[src/rtl/pmap_pkg.sv]
package pmap_pkg;
  localparam int PAGE_W = 8;
  localparam int OFF_W  = 8;
  localparam int ADDR_W = 16;
  localparam int NUM_WIN = 4;
  localparam int WIN_W  = $clog2(NUM_WIN);
  localparam int EXT_W  = PAGE_W + OFF_W;
  localparam logic [ADDR_W-1:0] WIN_BASE   = 16'h7C00;
  localparam logic [ADDR_W-1:0] SNOOP_BASE = 16'h00F8; // flash group; RAM group follows

  typedef struct packed {
    logic [PAGE_W-1:0] page;
    logic              is_flash;
  } win_reg_t;

  typedef struct packed {
    logic             hit;
    logic             is_flash;
    logic [WIN_W-1:0] idx;
  } snoop_t;

  // Classify an address as a page-load snoop.
  function automatic snoop_t decode_snoop(input logic [ADDR_W-1:0] a);
    snoop_t s;
    s.hit      = (a >> (WIN_W + 1)) == (SNOOP_BASE >> (WIN_W + 1));
    s.is_flash = ~a[WIN_W];
    s.idx      = a[WIN_W-1:0];
    return s;
  endfunction

  function automatic logic in_window(input logic [ADDR_W-1:0] a);
    return (a >> (OFF_W + WIN_W)) == (WIN_BASE >> (OFF_W + WIN_W));
  endfunction

  function automatic logic [WIN_W-1:0] window_of(input logic [ADDR_W-1:0] a);
    return a[OFF_W +: WIN_W];
  endfunction

  function automatic logic [EXT_W-1:0] xlate(input logic [PAGE_W-1:0] pg,
                                             input logic [ADDR_W-1:0] a);
    return {pg, a[OFF_W-1:0]};
  endfunction
endpackage

[src/rtl/pmap_snoop_dec.sv]
module pmap_snoop_dec
  import pmap_pkg::*;
(
  input  logic [ADDR_W-1:0]  addr,
  input  logic [PAGE_W-1:0]  data,
  output logic [NUM_WIN-1:0] load_en,
  output logic               load_flash,
  output logic [PAGE_W-1:0]  load_page
);
  snoop_t sn;

  always_comb begin
    sn         = decode_snoop(addr);
    load_en    = '0;
    if (sn.hit) load_en[sn.idx] = 1'b1;
    load_flash = sn.is_flash;
    load_page  = data;
  end
endmodule

[src/rtl/pmap_win_regs.sv]
module pmap_win_regs
  import pmap_pkg::*;
(
  input  logic                        clk,
  input  logic                        rst_n,
  input  logic [NUM_WIN-1:0]          load_en,
  input  logic                        load_flash,
  input  logic [PAGE_W-1:0]           load_page,
  output win_reg_t [NUM_WIN-1:0]      regs
);
  for (genvar i = 0; i < NUM_WIN; i++) begin : g_win
    always_ff @(posedge clk) begin
      if (!rst_n) begin
        regs[i] <= '0;
      end else if (load_en[i]) begin
        regs[i].page     <= load_page;
        regs[i].is_flash <= load_flash;
      end
    end


    ram_load_chk: assert property (@(posedge clk) disable iff (!rst_n)
      (load_en[i] && !load_flash) |=>
        (regs[i].page == $past(load_page)) && !regs[i].is_flash);


    flash_load_chk: assert property (@(posedge clk) disable iff (!rst_n)
      (load_en[i] && load_flash) |=>
        (regs[i].page == $past(load_page)) && regs[i].is_flash);


    hold_chk: assert property (@(posedge clk) disable iff (!rst_n)
      !load_en[i] |=> $stable(regs[i]));
  end
endmodule

[src/rtl/pmap_xlate.sv]
module pmap_xlate
  import pmap_pkg::*;
(
  input  logic [ADDR_W-1:0]      addr,
  input  win_reg_t [NUM_WIN-1:0] regs,
  output logic                   hit,
  output logic                   ram_sel,
  output logic                   flash_sel,
  output logic [EXT_W-1:0]       ext_addr
);
  win_reg_t sel;

  always_comb begin
    hit       = in_window(addr);
    sel       = regs[window_of(addr)];
    ram_sel   = hit & ~sel.is_flash;
    flash_sel = hit &  sel.is_flash;
    ext_addr  = hit ? xlate(sel.page, addr) : '0;
  end
endmodule

[src/rtl/page_mapper.sv]
module page_mapper
  import pmap_pkg::*;
(
  input  logic        clk,
  input  logic        rst_n,
  input  logic [15:0] cpu_addr,
  input  logic [7:0]  cpu_data,
  output logic [15:0] ext_addr,
  output logic        ram_sel,
  output logic        flash_sel,
  output logic        win_hit
);
  logic [NUM_WIN-1:0]     load_en;
  logic                   load_flash;
  logic [PAGE_W-1:0]      load_page;
  win_reg_t [NUM_WIN-1:0] regs;

  pmap_snoop_dec u_dec (
    .addr      (cpu_addr),
    .data      (cpu_data),
    .load_en   (load_en),
    .load_flash(load_flash),
    .load_page (load_page)
  );

  pmap_win_regs u_regs (
    .clk       (clk),
    .rst_n     (rst_n),
    .load_en   (load_en),
    .load_flash(load_flash),
    .load_page (load_page),
    .regs      (regs)
  );

  pmap_xlate u_xlate (
    .addr     (cpu_addr),
    .regs     (regs),
    .hit      (win_hit),
    .ram_sel  (ram_sel),
    .flash_sel(flash_sel),
    .ext_addr (ext_addr)
  );


  passthru_chk: assert property (@(posedge clk) disable iff (!rst_n)
    win_hit |-> (ext_addr[OFF_W-1:0] == cpu_addr[OFF_W-1:0]) && (ram_sel != flash_sel));


  idle_sel_chk: assert property (@(posedge clk) disable iff (!rst_n)
    !win_hit |-> !ram_sel && !flash_sel && (ext_addr == '0));


  sel_excl_chk: assert property (@(posedge clk) disable iff (!rst_n)
    $onehot0({ram_sel, flash_sel}));


  snoop_scope_chk: assert property (@(posedge clk) disable iff (!rst_n)
    (|load_en) |-> (cpu_addr[15:8] == 8'h00) && !win_hit);
endmodule

[config.mk]
export PLATFORM = sky130hd
export DESIGN_NAME = page_mapper
export DESIGN_NICKNAME = d
export VERILOG_FILES = /design/src/rtl/pmap_pkg.sv /design/src/rtl/pmap_snoop_dec.sv /design/src/rtl/pmap_win_regs.sv /design/src/rtl/pmap_xlate.sv /design/src/rtl/page_mapper.sv
export SDC_FILE = /design/constraint.sdc
export NUM_CORES = 1
export LEC_CHECK = 0
export ABC_AREA = 1
export BUFFER_PORTS_ARGS = -buffer_cell sky130_fd_sc_hd__buf_4
export CAP_MARGIN = 20
export CORE_MARGIN = 1
export CORE_UTILIZATION = 25
export CTS_CLUSTER_DIAMETER = 60
export CTS_CLUSTER_SIZE = 20
export DETAILED_ROUTE_END_ITERATION = 10
export HOLD_SLACK_MARGIN = 0.12
export SYNTH_ARGS = -nofsm -noshare
export SYNTH_HDL_FRONTEND = slang
export SYNTH_SLANG_ARGS = --single-unit
[constraint.sdc]
create_clock -name clk -period 0.8 [get_ports clk]
set_input_delay 0.04 -clock clk [delete_from_list [all_inputs] [get_ports clk]]
set_output_delay 0.04 -clock clk [all_outputs]
set_load 0.02 [all_outputs]
Word-level counts from Yosys, hierarchy flattened
Cells that the tools add are included.
- register bits after elaboration: 36
- bits of input ports: 26
- output and inout port bits: 19
- logic and storage cells: 24
- $lt $le $gt $ge: 3
- equal/unequal tests: 2
- multiplexer cells: 6
- bitwise gates (word level): 4
- reductions and logical operators: 1
- operators with widths (kind ; count):
    $bmux 9 s2 ; 1
    $mux 16 ; 1
    $eq 13x5->1 const B ; 1
    $mux 9 ; 1
    $eq 6x5->1 const B ; 1
    $lt 2x3->1 const B ; 2
    $mux 4 ; 1
    $and 1x1->1 ; 2
    $demux 1 s2 ; 1
    $ge 2x1->1 const B ; 1
    $not 1->1 ; 2
    $logic_and 1x1->1 ; 1
    $mux 1 ; 1

Logic depth before layout (Yosys ltp)
- depth after elaboration: 5
- mapped depth: 8
- depth with buffers taken out: 8

Modules after synthesis
From an unflattened synthesis, not the netlist that was laid out.
- cell total of the unflattened synthesis: 360
- area, all modules: 2278.4 µm²
- modules (own cells, without submodules) (module ; times used ; cells each ; area an instance (µm²) ; seq. area each (µm²)):
    pmap_win_regs ; 1 ; 201 ; 1441.4 ; 720.7
    pmap_xlate ; 1 ; 127 ; 678.2 ; 0.0
    pmap_snoop_dec ; 1 ; 32 ; 158.9 ; 0.0

Worst setup path before layout
No wires, ideal clock.
- path type: reg-to-output
- from: register, netlist name u_regs.regs[12]
- to: output port ext_addr[10]
- arrival: 877 ps
- required time: 760 ps
- setup slack: -117 ps
- cell stages (with the launch flop): 5
- path buffers: 0
- path through: dfxtp_1 inv_1 a21oi_1 o21ai_0 a21oi_1
- word-level cells in the longest chain between the ends: 3
- RTL lines (what ; line ; source):
    $bmux 9 s2 ; pmap_xlate.sv:15 ; sel = regs[window_of(addr)];
    $mux 9 (not written as such) ; pmap_xlate.sv:15 ;
    $mux 16 ; pmap_xlate.sv:18 ; ext_addr = hit ? xlate(sel.page, addr) : '0;
    end: declaration ; page_mapper.sv:8 ; output logic [15:0] ext_addr,
Every way passes these cells. The select of a mux whose other input is x is not followed.

Worst setup path after layout
- from: register, netlist name u_regs.regs[22]
- to: output port ext_addr[11]
- word-level cells in the longest chain between the ends: 3
- RTL lines (what ; line):
    $bmux 9 s2 ; pmap_xlate.sv:15
    $mux 9 (not written as such) ; pmap_xlate.sv:15
    $mux 16 ; pmap_xlate.sv:18
Every way passes these cells. The select of a mux whose other input is x is not followed.

==> summary.txt <==
Floorplanning
  • Starting density of the core: 26.3%
  • Ports: 45
  • DIE WIDTH: 98.4 um
  • Area of the die: 9690 um^2
  • Num rows: 34
  • Core area: 8850 um^2
  • Die H: 98.4 um

Run status
  • Status: complete, but fails checks
  • Violated checks: setup timing

Global route
  • Met1 global-route usage: 18.5%
  • Vias in the first global route: 2315
  • First-pass GRT wire length: 10.9 mm
  • Global-route track usage on met3: 2.48%
  • Grt total ovfl: 0
  • Routing usage on met2: 23.7%
  • Tot GR Track Use: 14.0%
  • Initial antenna violation count: 0
  • Grt peak-use layer: met2
  • Largest net degree at the start of global routing: 37

Clock tree
  • CTS tree: yes
  • Max H-tree Level: 2
  • Total clock sinks: 36
  • Clk root buf: clkbuf_8
  • CTS Buf Count: 5
  • CTS Buffer Depth: 2
  • Worst skew pair latency: 0.29 ns
  • Worst-path clk slew: 0.08 ns

Worst setup path
  • Max incr delay on CP: 0.33 ns
  • Crit path capture type: output port
  • Critical Path RT: 0.76 ns
  • WS Path Type: register to output port
  • Slowest-stage cell, CP: dfxtp_2
  • Buf/Inv on CP: 2
  • Crit-path leading delay family: compound AO/OA/AOI/OAI gates
  • CP Data Arrival Time: 1.19 ns
  • Setup crit start kind: register
  • Most frequent CP cell: a21oi_2
  • Crit path max fanout: 2
  • Worst path cell trace: inv_2, a21oi_2, o21ai_2, a21oi_2, buf_6

Hold path
  • Hold Crit Class: primary input to register

Finish
  • Fin nets: 489
  • Fraction of layout cells with a size suffix above 1: 45.0%
  • # fillers: 857
  • Commonest non-fill, non-tap cell in the layout: inv_1
  • Largest Register: u_regs.regs
  • Number of flip-flops under the largest register name: 36
  • Regs by FF count: u_regs.regs (36)
  • Fin util: 44.3%
  • Non-Filler Cell Area, Final: 3920 um^2
  • Inserted Diodes: 0
  • Area growth, synth to finish: 68.7%
  • Most frequent cells in the layout: inv_1, nand2_1, buf_4

Yosys
  • Post-synthesis compound-gate area fraction: 9.69%
  • Register area share after synthesis: 31.0%
  • Mapped Nets: 405
  • Post-synth cell types: 21
  • Post-Synth XOR/XNOR Area: 0%
  • Post-Synth Simple-Gate Area: 40.5%
  • Syn Area/Cell: 6.13 um^2
  • Yosys Warn Count: 0
  • Mux contribution to synthesized area: 0%
  • Synth Instances: 379
  • Post-Synth Adder-Cell Area: 0%
  • Flops & latches, synth: 36
  • Largest family of logic cells by synthesized area: simple AND/OR/NAND/NOR gates
  • Post-Syn Area: 2320 um^2

Placement
  • Port Buffers: 44
  • Placed cell area: 3190 um^2
  • Gp weighted congestion: 0.739
  • Pre-CTS worst setup slack: -0.253 ns
  • DP HPWL: 4.63 mm

Timing
  • Final Cycle Share: 154%
  • Tightest Pin Transition: 0.383 ns
  • Fmax: 812 MHz
  • RSZ-0062 raised after global routing: yes
  • Relative slew margins: 74.5%
  • Final min period: 1.23 ns
  • Setup TNS: -6.78 ns
  • Pins over their slew limit: 0
  • Max Clock Skew: 0 ns
  • PnR worst setup slack: -0.431 ns
  • Finish-stage setup viols: 54
  • Final Hold Vio Count: 0

Drt
  • DRC: 0
  • Pre-antenna DRT Iters: 5
  • Routed wire length: 8.31 mm
  • Post-route ant nets: 0
  • Via-to-Cell Ratio: 4.67
  • Avg WL per Cell: 14.5 um
  • Via count: 2671
  • 1st-iter DRT viols: 179

Power and ir drop
  • Leakage power: 0.00174 uW
  • Worst VDD drop: 779 uV
  • PwrDens: 1080 nW/um^2

Run
  • Max cap viols: 0
cells by family (layout without fill, tap and decap cells):
logic type / count (synthesis) / in the layout
DFF: 36 / 36
and+or+nand+nor: 186 / 191
AOI/OAI and AO/OA: 45 / 45
buffers and inverters: 112 / 192
final cells by class:
cell class,count,area (um^2),area share (%)
Sequential cell,36,728,18.6
Tap cell,108,135,3.45
Inverter,97,377,9.60
Clock buffer,6,72.6,1.85
Timing Repair Buffer,87,1020,26.0
Multi-Input combinational cell,236,1550,39.6
Clock inverter,2,35.0,0.893
path summary, 6_finish.rpt:
path	startpoint	end	slack [ns]	cells after the start
min	cpu_addr[2]	u_regs.regs[9]$_SDFFE_PN0P_	0.13	4
min reg2reg	u_regs.regs[28]$_SDFFE_PN0P_	u_regs.regs[28]$_SDFFE_PN0P_	0.51	4
max	u_regs.regs[22]$_SDFFE_PN0P_	ext_addr[11]	-0.43	5
max reg2reg	u_regs.regs[22]$_SDFFE_PN0P_	u_regs.regs[22]$_SDFFE_PN0P_	-0.02	6
Yosys cell counts:
cell type / instances / area, um^2
buf_2: 8 / 40.0
nand2_4: 1 / 11.3
nand4_1: 36 / 225
nand3_2: 1 / 10.0
nand2_1: 81 / 304
nand3_1: 2 / 10.0
nor2_8: 3 / 60.1
nand2_2: 1 / 6.26
nor2_1: 51 / 191
nor2_4: 3 / 33.8
dfxtp_1: 36 / 721
nor2_2: 3 / 18.8
buf_1: 3 / 11.3
nand3_4: 4 / 70.1
o21ai_0: 10 / 50.1
inv_1: 91 / 342
o21ai_1: 8 / 40.0
inv_2: 6 / 22.5
clkbuf_1: 3 / 11.3
a21oi_1: 27 / 135
buf_6: 1 / 11.3
per-layer routing:
layer	part of all wire, %	routed length (um)
met1	41	3420
met2	52	4350
met3	4.9	403
met4	1.6	134
met5	0	0
worst reg2reg max path: stages, from the launching register on:
cell     delay [ns]
dfxtp_2        0.33
inv_2          0.04
buf_4          0.12
buf_4          0.12
nand2_1        0.05
inv_1          0.04
nor2_1         0.08
through the flow:
step	power [uW]	instances	hold WS, ns
final	4220	572	0.126
after global placement	2450	546	0.381
after floorplan	2150	379	0.184
after global routing	4380	572	0.143
after detailed placement	2450	546	0.398
after CTS	4090	556	0.124
report_power, final:
part,internal [uW],switching (uW)
combinational,353,460
sequential,1790,0.0438
clock,926,695
total,3070,1150
repair_timing:
action | CTS | global route
gates resized for setup | 40 | 83
setup endpoints to repair | 19 | 55
gates cloned | 1 | 10
hold buffers | 1 | 2
pin swaps | 14 | 54
hold endpoints to repair | 4 | 1
buffers inserted | 3 | 5
(Power assumes the default switching activity.)
